`config.mk`:
```
export PLATFORM = sky130hd
export DESIGN_NAME = cfgx_top
export DESIGN_NICKNAME = d
export VERILOG_FILES = /design/src/rtl/cfgx_pkg.sv /design/src/rtl/cfgx_port_dec.sv /design/src/rtl/cfgx_regfile.sv /design/src/rtl/cfgx_resolve.sv /design/src/rtl/cfgx_top.sv
export SDC_FILE = /design/constraint.sdc
export NUM_CORES = 1
export LEC_CHECK = 0
export CAP_MARGIN = 20
export CORE_MARGIN = 5
export CORE_UTILIZATION = 50
export DETAILED_ROUTE_END_ITERATION = 10
export DONT_BUFFER_PORTS = 1
export SETUP_SLACK_MARGIN = 0.4
export SYNTH_ARGS = -nofsm -noshare
export SYNTH_HDL_FRONTEND = slang
export SYNTH_SLANG_ARGS = --single-unit
```
`constraint.sdc`:
```
create_clock -name clk -period 4.95 [get_ports clk]
set_clock_uncertainty 0.15 [all_clocks]
set_input_delay 0.7425 -clock clk [delete_from_list [all_inputs] [get_ports clk]]
set_output_delay 0.7425 -clock clk [all_outputs]
set_load 0.05 [all_outputs]
```
`src/rtl/cfgx_pkg.sv`:
```
package cfgx_pkg;
  localparam logic [7:0] FIRST_IDX = 8'hC0;
  localparam logic [7:0] LAST_IDX  = 8'hD8;
  localparam int NREG = int'(LAST_IDX) - int'(FIRST_IDX) + 1;

  localparam logic [7:0] IX_ID   = 8'hC0;
  localparam logic [7:0] IX_FSEL = 8'hC2;
  localparam logic [7:0] IX_BFDC = 8'hC3;
  localparam logic [7:0] IX_BIDE = 8'hC4;
  localparam logic [7:0] IX_BAUX = 8'hC5;
  localparam logic [7:0] IX_BPAR = 8'hC6;
  localparam logic [7:0] IX_BS1  = 8'hC7;
  localparam logic [7:0] IX_BS2  = 8'hC8;
  localparam logic [7:0] IX_DMA  = 8'hC9;
  localparam logic [7:0] IX_IRQP = 8'hCA;
  localparam logic [7:0] IX_IRQS = 8'hCB;
  localparam logic [7:0] IX_MISC = 8'hD6;

  // Write mask per index; zero means not writable.
  function automatic logic [7:0] wr_mask(input logic [7:0] ix);
    case (ix)
      IX_FSEL:                   return 8'hBF;
      IX_BFDC, IX_BIDE, IX_BAUX: return 8'hFC;
      IX_BS1, IX_BS2:            return 8'hFE;
      8'hCF, 8'hD1:              return 8'h3F;
      8'hD0:                     return 8'hFC;
      8'hD3:                     return 8'h7C;
      IX_BPAR, IX_DMA, IX_IRQP, IX_IRQS,
      8'hCD, 8'hCE, 8'hD5, IX_MISC, 8'hD7, 8'hD8: return 8'hFF;
      default:                   return 8'h00;
    endcase
  endfunction

  // Bits forced high on every write.
  function automatic logic [7:0] wr_force(input logic [7:0] ix);
    return (ix == IX_BAUX) ? 8'h02 : 8'h00;
  endfunction

  function automatic logic [7:0] rst_val(input logic [7:0] ix);
    case (ix)
      IX_ID, IX_BFDC, IX_BIDE, 8'hD5: return 8'h3C;
      IX_FSEL:                        return 8'h03;
      IX_BAUX:                        return 8'h3D;
      default:                        return 8'h00;
    endcase
  endfunction
endpackage

```
`src/rtl/cfgx_port_dec.sv`:
```
module cfgx_port_dec #(
  parameter int          ADDR_W     = 16,
  parameter logic [15:0] IDX_PORT   = 16'h0398,
  parameter logic [7:0]  UNLOCK_KEY = 8'h33,
  parameter logic [7:0]  LOCK_KEY   = 8'h55
) (
  input  logic              clk,
  input  logic              rst_n,
  input  logic              bus_valid,
  input  logic              bus_write,
  input  logic [ADDR_W-1:0] bus_addr,
  input  logic [7:0]        bus_wdata,
  output logic [7:0]        idx_q,
  output logic              unlocked_q,
  output logic              wr_en,
  output logic              rd_req,
  output logic              rd_from_idx
);
  localparam logic [ADDR_W-1:0] IDX_A = ADDR_W'(IDX_PORT);
  localparam logic [ADDR_W-1:0] DAT_A = ADDR_W'(IDX_PORT + 16'd1);

  logic hit_idx, hit_dat;
  assign hit_idx     = bus_valid && (bus_addr == IDX_A);
  assign hit_dat     = bus_valid && (bus_addr == DAT_A);
  assign wr_en       = hit_dat && bus_write && unlocked_q;
  assign rd_req      = (hit_idx || hit_dat) && !bus_write;
  assign rd_from_idx = hit_idx;

  always_ff @(posedge clk) begin
    if (!rst_n) begin
      idx_q      <= 8'h00;
      unlocked_q <= 1'b0;
    end else if (hit_idx && bus_write) begin
      idx_q <= bus_wdata;
      if (bus_wdata == UNLOCK_KEY)    unlocked_q <= 1'b1;
      else if (bus_wdata == LOCK_KEY) unlocked_q <= 1'b0;
    end
  end

  p_unlock_r2: assert property (@(posedge clk) disable iff (!rst_n)
    (hit_idx && bus_write && bus_wdata == UNLOCK_KEY) |=> unlocked_q);
  p_lock_r2: assert property (@(posedge clk) disable iff (!rst_n)
    (hit_idx && bus_write && bus_wdata == LOCK_KEY) |=> !unlocked_q);
endmodule

```
`src/rtl/cfgx_regfile.sv`:
```
module cfgx_regfile
  import cfgx_pkg::*;
(
  input  logic       clk,
  input  logic       rst_n,
  input  logic       wr_en,
  input  logic [7:0] wr_idx,
  input  logic [7:0] wr_data,
  input  logic [7:0] rd_idx,
  output logic [7:0] rd_data,
  output logic [7:0] fsel_o,
  output logic [7:0] bfdc_o,
  output logic [7:0] bide_o,
  output logic [7:0] baux_o,
  output logic [7:0] bpar_o,
  output logic [7:0] bs1_o,
  output logic [7:0] bs2_o,
  output logic [7:0] dma_o,
  output logic [7:0] irqp_o,
  output logic [7:0] irqs_o,
  output logic [7:0] misc_o
);
  localparam int OFF_W = $clog2(NREG);

  logic [NREG-1:0][7:0] regs;

  for (genvar i = 0; i < NREG; i++) begin : g_reg
    localparam logic [7:0] IX = 8'(int'(FIRST_IDX) + i);
    localparam logic [7:0] MK = wr_mask(IX);
    localparam logic [7:0] FC = wr_force(IX);
    localparam logic [7:0] RV = rst_val(IX);
    if (MK != 8'h00) begin : g_rw
      always_ff @(posedge clk) begin
        if (!rst_n) regs[i] <= RV;
        else if (wr_en && wr_idx == IX) regs[i] <= (wr_data & MK) | FC;
      end
    end else begin : g_ro
      assign regs[i] = RV;
    end
  end

  logic [7:0] rd_off;
  logic       in_rng;
  assign rd_off  = rd_idx - FIRST_IDX;
  assign in_rng  = (rd_idx >= FIRST_IDX) && (rd_idx <= LAST_IDX);
  assign rd_data = in_rng ? regs[rd_off[OFF_W-1:0]] : 8'h00;

  logic [7:0] unused_off;
  assign unused_off = rd_off;

  assign fsel_o = regs[int'(IX_FSEL - FIRST_IDX)];
  assign bfdc_o = regs[int'(IX_BFDC - FIRST_IDX)];
  assign bide_o = regs[int'(IX_BIDE - FIRST_IDX)];
  assign baux_o = regs[int'(IX_BAUX - FIRST_IDX)];
  assign bpar_o = regs[int'(IX_BPAR - FIRST_IDX)];
  assign bs1_o  = regs[int'(IX_BS1  - FIRST_IDX)];
  assign bs2_o  = regs[int'(IX_BS2  - FIRST_IDX)];
  assign dma_o  = regs[int'(IX_DMA  - FIRST_IDX)];
  assign irqp_o = regs[int'(IX_IRQP - FIRST_IDX)];
  assign irqs_o = regs[int'(IX_IRQS - FIRST_IDX)];
  assign misc_o = regs[int'(IX_MISC - FIRST_IDX)];

  // without an accepted write no register moves
  p_hold_r2: assert property (@(posedge clk) disable iff (!rst_n)
    !wr_en |=> $stable(regs));
  // bit 6 of function select never stored
  p_fsel_b6_r3: assert property (@(posedge clk) disable iff (!rst_n)
    fsel_o[6] == 1'b0);
endmodule

```
`src/rtl/cfgx_resolve.sv`:
```
module cfgx_resolve #(
  parameter int BASE_W = 10,
  parameter int NUM_W  = 4
) (
  input  logic [7:0]        fsel_i,
  input  logic [7:0]        bfdc_i,
  input  logic [7:0]        bide_i,
  input  logic [7:0]        baux_i,
  input  logic [7:0]        bpar_i,
  input  logic [7:0]        bs1_i,
  input  logic [7:0]        bs2_i,
  input  logic [7:0]        dma_i,
  input  logic [7:0]        irqp_i,
  input  logic [7:0]        irqs_i,
  input  logic [7:0]        misc_i,
  output logic              en_game,
  output logic              en_ide,
  output logic              en_fdc,
  output logic              en_ser1,
  output logic              en_ser2,
  output logic              en_par,
  output logic [1:0]        par_mode,
  output logic [BASE_W-1:0] fdc_base,
  output logic [BASE_W-1:0] ide_base,
  output logic [BASE_W-1:0] ide_aux_base,
  output logic [BASE_W-1:0] par_base,
  output logic [BASE_W-1:0] ser1_base,
  output logic [BASE_W-1:0] ser2_base,
  output logic [NUM_W-1:0]  fdc_irq,
  output logic [NUM_W-1:0]  fdc_dma,
  output logic [NUM_W-1:0]  par_irq,
  output logic [NUM_W-1:0]  ser1_irq,
  output logic [NUM_W-1:0]  ser2_irq,
  output logic              drive_swap
);
  localparam int SH = BASE_W - 8;

  function automatic logic [BASE_W-1:0] widen(input logic [7:0] r);
    return {r, {SH{1'b0}}};
  endfunction

  assign en_game  = fsel_i[7];
  assign en_ide   = fsel_i[5];
  assign en_fdc   = fsel_i[4];
  assign en_ser2  = fsel_i[3];
  assign en_ser1  = fsel_i[2];
  assign par_mode = fsel_i[1:0];
  assign en_par   = (fsel_i[1:0] == 2'b00);

  assign fdc_base     = widen(bfdc_i);
  assign ide_base     = widen(bide_i);
  assign ide_aux_base = widen(baux_i);
  assign par_base     = widen(bpar_i);
  assign ser1_base    = widen(bs1_i);
  assign ser2_base    = widen(bs2_i);

  assign fdc_dma  = dma_i[7:8-NUM_W];
  assign fdc_irq  = irqp_i[7:8-NUM_W];
  assign par_irq  = irqp_i[NUM_W-1:0];
  assign ser1_irq = irqs_i[7:8-NUM_W];
  assign ser2_irq = irqs_i[NUM_W-1:0];
  assign drive_swap = misc_i[0];

  logic unused_bits;
  assign unused_bits = ^{fsel_i[6], dma_i[3:0], misc_i[7:1]};
endmodule

```
`src/rtl/cfgx_top.sv`:
```
module cfgx_top #(
  parameter int          ADDR_W     = 16,
  parameter logic [15:0] IDX_PORT   = 16'h0398,
  parameter logic [7:0]  UNLOCK_KEY = 8'h33,
  parameter logic [7:0]  LOCK_KEY   = 8'h55,
  parameter int          BASE_W     = 10,
  parameter int          NUM_W      = 4
) (
  input  logic              clk,
  input  logic              rst_n,
  input  logic              bus_valid,
  output logic              bus_ready,
  input  logic              bus_write,
  input  logic [ADDR_W-1:0] bus_addr,
  input  logic [7:0]        bus_wdata,
  output logic              rsp_valid,
  output logic [7:0]        rsp_data,
  output logic              en_game,
  output logic              en_ide,
  output logic              en_fdc,
  output logic              en_ser1,
  output logic              en_ser2,
  output logic              en_par,
  output logic [1:0]        par_mode,
  output logic [BASE_W-1:0] fdc_base,
  output logic [NUM_W-1:0]  fdc_irq,
  output logic [NUM_W-1:0]  fdc_dma,
  output logic              drive_swap,
  output logic [BASE_W-1:0] ide_base,
  output logic [BASE_W-1:0] ide_aux_base,
  output logic [BASE_W-1:0] par_base,
  output logic [NUM_W-1:0]  par_irq,
  output logic [BASE_W-1:0] ser1_base,
  output logic [NUM_W-1:0]  ser1_irq,
  output logic [BASE_W-1:0] ser2_base,
  output logic [NUM_W-1:0]  ser2_irq
);
  localparam logic [ADDR_W-1:0] IDX_A = ADDR_W'(IDX_PORT);
  localparam logic [ADDR_W-1:0] DAT_A = ADDR_W'(IDX_PORT + 16'd1);

  logic [7:0] idx_q, rd_data;
  logic       unlocked_q, wr_en, rd_req, rd_from_idx;
  logic [7:0] fsel, bfdc, bide, baux, bpar, bs1, bs2, dma, irqp, irqs, misc;

  assign bus_ready = rst_n;

  cfgx_port_dec #(.ADDR_W(ADDR_W), .IDX_PORT(IDX_PORT),
                  .UNLOCK_KEY(UNLOCK_KEY), .LOCK_KEY(LOCK_KEY)) u_dec (
    .clk(clk), .rst_n(rst_n), .bus_valid(bus_valid), .bus_write(bus_write),
    .bus_addr(bus_addr), .bus_wdata(bus_wdata), .idx_q(idx_q),
    .unlocked_q(unlocked_q), .wr_en(wr_en), .rd_req(rd_req),
    .rd_from_idx(rd_from_idx));

  cfgx_regfile u_rf (
    .clk(clk), .rst_n(rst_n), .wr_en(wr_en), .wr_idx(idx_q),
    .wr_data(bus_wdata), .rd_idx(idx_q), .rd_data(rd_data),
    .fsel_o(fsel), .bfdc_o(bfdc), .bide_o(bide), .baux_o(baux),
    .bpar_o(bpar), .bs1_o(bs1), .bs2_o(bs2), .dma_o(dma),
    .irqp_o(irqp), .irqs_o(irqs), .misc_o(misc));

  cfgx_resolve #(.BASE_W(BASE_W), .NUM_W(NUM_W)) u_res (
    .fsel_i(fsel), .bfdc_i(bfdc), .bide_i(bide), .baux_i(baux),
    .bpar_i(bpar), .bs1_i(bs1), .bs2_i(bs2), .dma_i(dma),
    .irqp_i(irqp), .irqs_i(irqs), .misc_i(misc),
    .en_game(en_game), .en_ide(en_ide), .en_fdc(en_fdc),
    .en_ser1(en_ser1), .en_ser2(en_ser2), .en_par(en_par),
    .par_mode(par_mode), .fdc_base(fdc_base), .ide_base(ide_base),
    .ide_aux_base(ide_aux_base), .par_base(par_base),
    .ser1_base(ser1_base), .ser2_base(ser2_base), .fdc_irq(fdc_irq),
    .fdc_dma(fdc_dma), .par_irq(par_irq), .ser1_irq(ser1_irq),
    .ser2_irq(ser2_irq), .drive_swap(drive_swap));

  always_ff @(posedge clk) begin
    if (!rst_n) begin
      rsp_valid <= 1'b0;
      rsp_data  <= 8'h00;
    end else begin
      rsp_valid <= rd_req;
      if (rd_req) rsp_data <= rd_from_idx ? idx_q : rd_data;
    end
  end

  logic port_rd;
  assign port_rd = bus_valid && !bus_write &&
                   (bus_addr == IDX_A || bus_addr == DAT_A);

  p_rsp_r11: assert property (@(posedge clk) disable iff (!rst_n)
    port_rd |=> rsp_valid);
  p_no_rsp_r12: assert property (@(posedge clk) disable iff (!rst_n)
    !port_rd |=> !rsp_valid);
  p_aux_force_r6: assert property (@(posedge clk) disable iff (!rst_n)
    (bus_valid && bus_write && bus_addr == DAT_A && unlocked_q &&
     idx_q == 8'hC5) |=> ide_aux_base[3]);
  p_fdc_align_r5: assert property (@(posedge clk) disable iff (!rst_n)
    fdc_base[3:2] == 2'b00);
endmodule

```
==> results.json, run 1 <==
{
  "drv_slew": 0,
  "grt_max_degree": 175,
  "layout-drive-gt1-share_pct": 12.4,
  "htree_levels": 4,
  "grt_usage_pct": 23.9,
  "grt_pass1_vias": 6085,
  "cts_made_buffers": 17,
  "path_max_fanout": 27,
  "drc_errors": 0,
  "clock-sinks": 162,
  "total_leakage_power_nw": 2.93,
  "grt_pass1_wl_mm": 37.0,
  "setup_viol": 0,
  "routed_via_density": 5.81,
  "rr_startpoint": "u_dec.idx_q[1]",
  "synth_seq_cells": 162,
  "cap_violations": 0,
  "setup.worst_path.start_class": "flop",
  "critPathLaunch": "u_dec.idx_q[1]",
  "synth_xor_area_share_pct": 0,
  "tightest_slew_ps": 1090,
  "netlist_area_um2": 8590,
  "whs_endpoint": "u_rf.fsel_o[0]",
  "dp_hpwl_mm": 15.9,
  "synth_fa_ha_area_share_pct": 0,
  "cp.required_ps": 5100,
  "io_pins": 127,
  "rows": 48,
  "ant_nets": 0,
  "ys_types": 72,
  "drtIter0Drc": 549,
  "synth_mux_area_share_pct": 9.39,
  "clk_pin_slew_ps": 60,
  "seq_area_frac_synth_pct": 37.7,
  "wl_per_cell_um": 21.5,
  "synth.area.top_cells": "dfxtp_1 (38%), nand2_1 (10%), buf_4 (8.6%)",
  "fin_crit_sh_pct": 60.6,
  "initial_utilization_pct": 50.4,
  "min_path_cells": 1,
  "antenna_found_initial": 0,
  "r2r-end": "rsp_data[5]",
  "regToRegSetupSlack_ps": 1950,
  "finalWorstSetupSlack_ps": 1950,
  "critPathArrivalTime_ps": 3150,
  "rsz0062_at_grt": "no",
  "die_w_um": 141,
  "hold_buffers": 0,
  "area_growth_syn_to_layout_pct": -1.14,
  "clock_latency_ps": 440,
  "port-buffer-count": 0,
  "cts_resized": 0,
  "pwr_density_cell_nw_per_um2": 308,
  "vias": 6495,
  "coreArea_um2": 17100,
  "gp_congestion": 0.851,
  "synth_compound_area_share_pct": 16.4,
  "hold_violations": 0,
  "synth_top_area_share_pct": 37.7,
  "post_cts_buffers": 0,
  "dp_slack_ps": 1850,
  "final_nets": 909,
  "yosys.area.top_type": "dfxtp_1",
  "wirelength_mm": 24.1,
  "die_h_um": 141,
  "setup_tns_ps": 0,
  "avgSynthCellArea_um2": 8.63,
  "fillers": 1652,
  "p_total_mw": 2.62,
  "root_buffer": "clkbuf_16",
  "yosys_warnings": 0,
  "setup.worst_path.class": "flop to flop",
  "fp.dieArea_um2": 19900,
  "dr.pass1.iters": 6,
  "clock_path_buffers": 2,
  "fmax_mhz": 334,
  "synth_cells": 996,
  "relSlewSlack_pct": 27.2,
  "synth_top_family_by_area": "simple AND/OR/NAND/NOR gates",
  "grt_overflow_total": 0,
  "synth_edf_count": 0,
  "synth_simple_gate_area_share_pct": 23.5,
  "r2r_cells": 6,
  "async_flop_share_pct": 0,
  "layout_min_cycle_time_ps": 3000,
  "n_antenna_cell": 0,
  "cts_tree": "done",
  "peakVddDrop_uv": 231,
  "end_kind": "flop",
  "min_path_type": "input port to flop",
  "hold_slack_ps": 279,
  "status": "completed",
  "synthFlopType": "dfxtp_1",
  "min-delay-start": "rst_n"
}
[cell type report]
| cell class | count | area, um2 | area share (%) |
|---|---|---|---|
| well taps | 225 | 282 | 3.31 |
| clock buffers | 19 | 443 | 5.21 |
| inverters | 9 | 33.8 | 0.398 |
| multi-input cells | 680 | 4300 | 50.6 |
| repair buffers | 11 | 82.6 | 0.972 |
| clock inverters | 12 | 109 | 1.28 |
| flip-flops and latches | 162 | 3250 | 38.2 |
[cell usage after synthesis (11+ instances only)]
library cell	number
o21ai_0	38
mux2i_1	39
a221oi_1	11
a21boi_1	54
a21oi_1	15
buf_4	99
buf_2	30
dfxtp_1	162
nand3_1	48
and3_1	13
clkbuf_1	21
nor2_1	23
nor2b_1	11
mux2_2	17
a21boi_0	25
nand2_1	240
[per-stage QoR]
step	std cells	cell area (um2)	util, %
after floorplan	1013	8660	-
after global placement	1086	7940	46.5
after detailed placement	1086	7940	46.5
after CTS	1117	8490	49.8
after global routing	1118	8500	49.8
final	1118	8500	49.8
[logic make-up after synthesis]
kind of cell / Yosys count
buf+inv: 171
compound gates: 199
flops: 162
other cells: 1
mux: 66
simple gates: 397
[worst max-delay path: stages, from the launching register on]
cell,delay (ps)
dfxtp_2,790
buf_4,390
mux4_2,550
a211oi_1,480
nor4_1,150
a31oi_1,210
o21ai_0,130
[flip-flops by register name (all words and copies together) (netlist names)]
register,flops
u_rf.regs,63
rsp_data,8
u_dec.idx_q,8
u_rf.baux_o,8
u_rf.bpar_o,8
u_rf.dma_o,8
u_rf.irqp_o,8
u_rf.irqs_o,8
u_rf.misc_o,8
u_rf.bs1_o,7
u_rf.bs2_o,7
u_rf.fsel_o,7
u_rf.bfdc_o,6
u_rf.bide_o,6
rsp_valid,1
u_dec.unlocked_q,1
[cells in the final DEF, fill, tap and decap left out, drive strengths merged, types with 13 or more instances in the layout]
master  synthesis  final
a21boi         88     88
a21oi          15     15
and3           13     13
clkbuf         24     19
conb            1     18
dfxtp         162    162
mux2           17     17
mux2i          39     39
nand2         241    241
nand3          60     60
nor2           30     30
o21ai          42     42
[power breakdown]
group	internal, mW	leakage, nW	switching, mW	total [mW]
sequential	1.30	1.31	0.00000442	1.30
combinational	0.0148	1.35	0.0366	0.0514
clock	0.704	0.269	0.560	1.26
[routing by layer]
metal | global-route usage, % | vias up | routed length, um
li1 | - | 3107 | -
met1 | 32.7 | 3156 | 10700
met2 | 36.0 | 197 | 11100
met3 | 6.21 | 35 | 1680
met4 | 8.98 | 0 | 586
met5 | 0 | - | 0
[worst max-delay path by stage]
stage / endpoint / slack [ps] / cells past startpoint
final: rsp_data[5] / 1950 / 6
after global routing: rsp_data[5] / 1890 / 6
after CTS: rsp_data[5] / 1990 / 6
after detailed placement: u_rf.regs[197] / 1850 / 7
after global placement: u_rf.regs[193] / 1920 / 7
after floorplan: u_dec.unlocked_q / 2650 / 6
No activity file was read; power rests on OpenSTA's default activity.
==> run 2, diff against run 1 <==
Clock period 4.95 ns to 2.9 ns, I/O delays scaled along.
==> run 2 against run 1 <==
Setup slack got worse by 1400 ps. Routed wire length increased by 12%. Sequential power increased by 71%. Maximum frequency increased by 27%. Die area unchanged. Critical path type unchanged. Largest power group unchanged.
==> results.json, run 2 (synthesis gave the netlist of run 1 again) <==
{
  "status": "completed",
  "total_leakage_power_nw": 3.23,
  "tightest_slew_ps": 971,
  "setup.worst_path.class": "flop to flop",
  "htree_levels": 4,
  "gp_congestion": 0.873,
  "setup_viol": 0,
  "drc_errors": 0,
  "fmax_mhz": 424,
  "coreArea_um2": 17100,
  "die_w_um": 141,
  "grt_pass1_vias": 6477,
  "antenna_found_initial": 0,
  "area_growth_syn_to_layout_pct": 5.14,
  "peakVddDrop_uv": 410,
  "setup_tns_ps": 0,
  "dp_hpwl_mm": 16.9,
  "min_path_type": "input port to flop",
  "wl_per_cell_um": 22.9,
  "io_pins": 127,
  "relSlewSlack_pct": 35.0,
  "path_max_fanout": 31,
  "ant_nets": 0,
  "vias": 6935,
  "clock_latency_ps": 430,
  "grt_overflow_total": 0,
  "layout-drive-gt1-share_pct": 16.1,
  "finalWorstSetupSlack_ps": 539,
  "grt_pass1_wl_mm": 40.6,
  "clk_pin_slew_ps": 60,
  "grt_usage_pct": 26.8,
  "cap_violations": 0,
  "regMostFlops": "u_rf.regs",
  "rsz0062_at_grt": "no",
  "root_buffer": "clkbuf_16",
  "port-buffer-count": 0,
  "dr.pass1.iters": 7,
  "clock_path_buffers": 2,
  "setup.worst_path.start_class": "flop",
  "grt_max_degree": 156,
  "fin_crit_sh_pct": 81.4,
  "final_cell_mix": "nand2_1 (240), dfxtp_1 (159), a21boi_1 (54), buf_4 (51), nand3_1 (48)",
  "rows": 48,
  "cp.required_ps": 3050,
  "cts_tree": "done",
  "end_kind": "flop",
  "largest_register_ffs": 63,
  "layout_min_cycle_time_ps": 2360,
  "routed_via_density": 5.89,
  "wirelength_mm": 26.9,
  "die_h_um": 141,
  "dp_slack_ps": 370,
  "pwr_density_cell_nw_per_um2": 500,
  "final_nets": 969,
  "mostFrequentLayoutCell": "nand2_1",
  "critPathArrivalTime_ps": 2510,
  "fillers": 1622,
  "fp.dieArea_um2": 19900,
  "initial_utilization_pct": 50.4,
  "cts_made_buffers": 17,
  "hold_violations": 0,
  "clock-sinks": 162,
  "post_cts_buffers": 0,
  "drtIter0Drc": 612,
  "drv_slew": 0
}
-- run 2: path summary, 6_finish.rpt --
| path | start | endpoint | slack, ps | cells after the start |
|---|---|---|---|---|
| max | u_dec.idx_q[5] | u_rf.regs[194] | 540 | 7 |
| max reg2reg | u_dec.idx_q[5] | u_rf.regs[194] | 540 | 7 |
| min | bus_wdata[3] | u_dec.idx_q[3] | 2 | 2 |
| min reg2reg | u_rf.regs[118] | u_rf.regs[118] | 300 | 2 |
-- run 2: worst max-delay path, stage by stage (launching register included) --
cell and delay (ps):
dfxtp_1 330, nand3b_1 230, or3_4 380, nor2_4 130, buf_12 260, nand4_1 440
nand2_1 200, a21boi_0 100
-- run 2: cell type report --
type	instances	area (um2)	area share, %
multi-input combinational	680	4310	47.7
sequential	162	3250	36.0
timing repair buffer	71	613	6.79
clock buffer	23	468	5.18
antenna	1	2.50	0.0277
inverter	9	33.8	0.374
clock inverter	7	78.8	0.872
tap	225	282	3.12
-- run 2: what timing repair did --
| action | CTS | global route |
|---|---|---|
| pin swaps | 0 | 0 |
| setup endpoints to repair | 1 | 24 |
| hold buffers | 16 | 1 |
| gates resized for setup | 1 | 3 |
| hold endpoints to repair | 78 | 1 |
-- run 2: stage by stage --
stage | hold slack, ps | power [mW] | cells | instance area [um2] | utilization, %
detailed placement | 293 | 2.36 | 1130 | 8300 | 48.7
global placement | 286 | 2.36 | 1130 | 8300 | 48.7
finish | 1.57 | 4.51 | 1178 | 9030 | 53.0
floorplan | 276 | 2.43 | 1013 | 8660 | -
CTS | 0.166 | 4.52 | 1176 | 9010 | 52.8
global route | 0.154 | 4.62 | 1177 | 9030 | 53.0
-- run 2: routing by layer --
layer / global-route usage [%] / routed length [um] / vias up
li1: - / - / 3234
met1: 35.4 / 11200 / 3344
met2: 43.2 / 12700 / 305
met3: 6.78 / 2190 / 52
met4: 8.47 / 821 / 0
met5: 0 / 0 / -
-- run 2: report_power, final --
group / switching, mW / internal, mW / leakage (nW)
clock network: 0.923 / 1.22 / 0.256
logic: 0.103 / 0.0406 / 1.66
registers: 0.00000759 / 2.22 / 1.31
total: 1.03 / 3.49 / 3.23
==> run 3, diff against run 2 <==
Settings changed: ABC_AREA from default to 1, PLACE_DENSITY from default to 0.68.
Clock period 2.9 ns to 2.1 ns, I/O delays scaled along.
==> run 3 against run 2 <==
The flow now finishes with violations (hold timing). Clock power rose by 45%. Sequential power rose by 38%. Critical path depth rose by 1. Critical path type unchanged. Critical endpoint is now rsp_data[6].
==> results.json, run 3 <==
{
  "status": "finished with violations",
  "violations": "hold timing",
  "regMostFlops": "u_rf.regs",
  "dr.max_layer_used": "met4",
  "setup.worst_path.start_class": "flop",
  "final_cell_mix": "nand2_1 (239), nor2_1 (154), dfxtp_1 (152), buf_4 (124), inv_1 (99)",
  "r2r-end": "rsp_data[6]",
  "synth_edf_count": 0,
  "setup_tns_ps": 0,
  "vias": 9169,
  "finalWorstSetupSlack_ps": 225,
  "yosys_warnings": 0,
  "tightest_slew_ps": 1170,
  "dp_cells": 1502,
  "rsz0062_at_grt": "yes",
  "dp_slack_ps": 57.8,
  "final_nets": 1385,
  "rows": 47,
  "synth_seq_cells": 162,
  "layout-drive-gt1-share_pct": 32.6,
  "cts_tree": "done",
  "synthFlopType": "dfxtp_1",
  "avgSynthCellArea_um2": 6.55,
  "ys_top_cells_by_count": "nand2_1 (296), nor2_1 (203), dfxtp_1 (162), inv_1 (106), o21ai_0 (92)",
  "setup.worst_path.class": "flop to flop",
  "yosys.area.top_type": "dfxtp_1",
  "largest_register_ffs": 63,
  "dp_hpwl_mm": 19.3,
  "rr_startpoint": "u_dec.idx_q[0]",
  "synth.area.top_cells": "dfxtp_1 (39%), nand2_1 (13%), nor2_1 (9.1%)",
  "fin_crit_sh_pct": 89.3,
  "cp.required_ps": 2270,
  "fin_util_pct": 69.0,
  "peakVddDrop_uv": 544,
  "clock_path_buffers": 2,
  "synth.most_common_cell": "nand2_1",
  "netlist_area_um2": 8420,
  "critPathArrivalTime_ps": 2040,
  "area_growth_syn_to_layout_pct": 35.5,
  "io_pins": 127,
  "fp.dieArea_um2": 19500,
  "wl_met3_mm": 3.60,
  "r2r_cells": 8,
  "drc_errors": 0,
  "whs_endpoint": "u_rf.misc_o[0]",
  "htree_levels": 4,
  "fin_area_um2": 11400,
  "stdcell_count": 1590,
  "synth_cells": 1285,
  "wl_met2_mm": 14.3,
  "regToRegSetupSlack_ps": 230,
  "wirelength_mm": 32.2,
  "clock-sinks": 162,
  "initial_utilization_pct": 50.9,
  "clk_pin_slew_ps": 70,
  "synth_top_area_share_pct": 38.5,
  "seq_area_frac_synth_pct": 38.5,
  "layout_min_cycle_time_ps": 1870,
  "pwr_density_cell_nw_per_um2": 560,
  "total_leakage_power_nw": 5.07,
  "grt_usage_pct": 29.7,
  "end_kind": "flop",
  "clock_latency_ps": 430,
  "min_path_type": "input port to flop",
  "root_buffer": "clkbuf_16",
  "min_path_cells": 2,
  "dr.pass1.iters": 6,
  "mostFrequentLayoutCell": "nand2_1",
  "wl_per_cell_um": 20.2,
  "antenna_found_initial": 0,
  "cts_made_buffers": 17,
  "hold_buffers": 9,
  "p_total_mw": 6.39,
  "die_h_um": 140,
  "path_max_fanout": 8,
  "ys_types": 30,
  "place_area_um2": 8970,
  "hold_slack_ps": -125,
  "coreArea_um2": 16500,
  "drv_slew": 0,
  "die_w_um": 140,
  "port-buffer-count": 0,
  "drt-met1-wl_mm": 12.3,
  "hold_violations": 50,
  "cap_violations": 0,
  "min-delay-start": "bus_wdata[0]",
  "ant_nets": 0,
  "setup_viol": 0,
  "grt_max_degree": 133,
  "grt_pass1_wl_mm": 45.7,
  "routed_via_density": 5.77,
  "drtIter0Drc": 1072,
  "async_flop_share_pct": 0,
  "grt_pass1_vias": 7897,
  "grt_overflow_total": 0,
  "gp_congestion": 1.01,
  "relSlewSlack_pct": 22.1,
  "fmax_mhz": 533
}
## run 3: cell count changes after synthesis, sizes merged, moves of 18 or more
cell / previous run / this run
nor2: 30 / 207
inv: 8 / 112
a21boi: 88 / 0
nand2: 241 / 301
a21oi: 15 / 74
o21ai: 42 / 93
mux2i: 39 / 0
nor3: 9 / 48
buf: 138 / 114
clkbuf: 24 / 43
o211ai: 2 / 21
o22ai: 6 / 24
## run 3: per-layer routing
layer  track usage, %  up-vias
li1                 -     4188
met1             39.5     4233
met2             44.4      608
met3             8.10      140
met4             14.8        0
met5                0        -
## run 3: layout make-up
type / instances / area, um2
Antenna cell: 1 / 2.50
Clock buffer: 19 / 443
Clock inverter: 12 / 135
Fill cell: 1274 / 5120
Inverter: 113 / 449
Multi-Input combinational cell: 877 / 5060
Sequential cell: 162 / 3270
Tap cell: 220 / 275
Timing Repair Buffer: 186 / 1770
## run 3: timing repair
| item | in CTS | in global routing |
|---|---|---|
| resized for setup | 141 | 234 |
| setup buffers | 20 | 16 |
| cloned | 3 | 8 |
| pin swaps | 34 | 73 |
| setup endpoints to repair | 153 | 151 |
| endpoints found under the hold margin | 159 | 132 |
## run 3: logic make-up (layout without fill, tap and decap cells)
group	after synthesis	after routing	share of synthesized area [%]
AO/OA/AOI/OAI	214	214	13.8
buffers and inverters	270	330	16.1
flip-flops	162	162	38.5
other	1	19	0.0445
AND/OR/NAND/NOR	638	645	31.6
## run 3: worst max-delay path, stage by stage, from the launching register on
cell,delay (ps)
dfxtp_4,390
buf_8,150
nand2_8,80
buf_4,210
o22ai_2,120
o21ai_0,270
nand3_1,190
nand3_2,150
a21oi_2,60
## run 3: worst max path at each step
stage                              start              to  slack (ps)  cells after the start
after floorplan             bus_addr[12]  u_rf.bide_o[2]         350                     10
after detailed placement     bus_addr[3]  u_rf.regs[130]          60                     10
after global routing      u_dec.idx_q[1]     rsp_data[7]         180                     10
final                     u_dec.idx_q[0]     rsp_data[6]         230                      8
after global placement    u_dec.idx_q[1]     rsp_data[6]          30                      8
after CTS                 u_dec.idx_q[0]     rsp_data[1]         340                     11
## run 3: power by group
| part | switching, mW | internal (mW) | total, mW | leakage, nW |
|---|---|---|---|---|
| combinational | 0.183 | 0.0286 | 0.211 | 3.49 |
| clock | 1.33 | 1.78 | 3.11 | 0.271 |
| sequential | 0.0000121 | 3.06 | 3.06 | 1.31 |
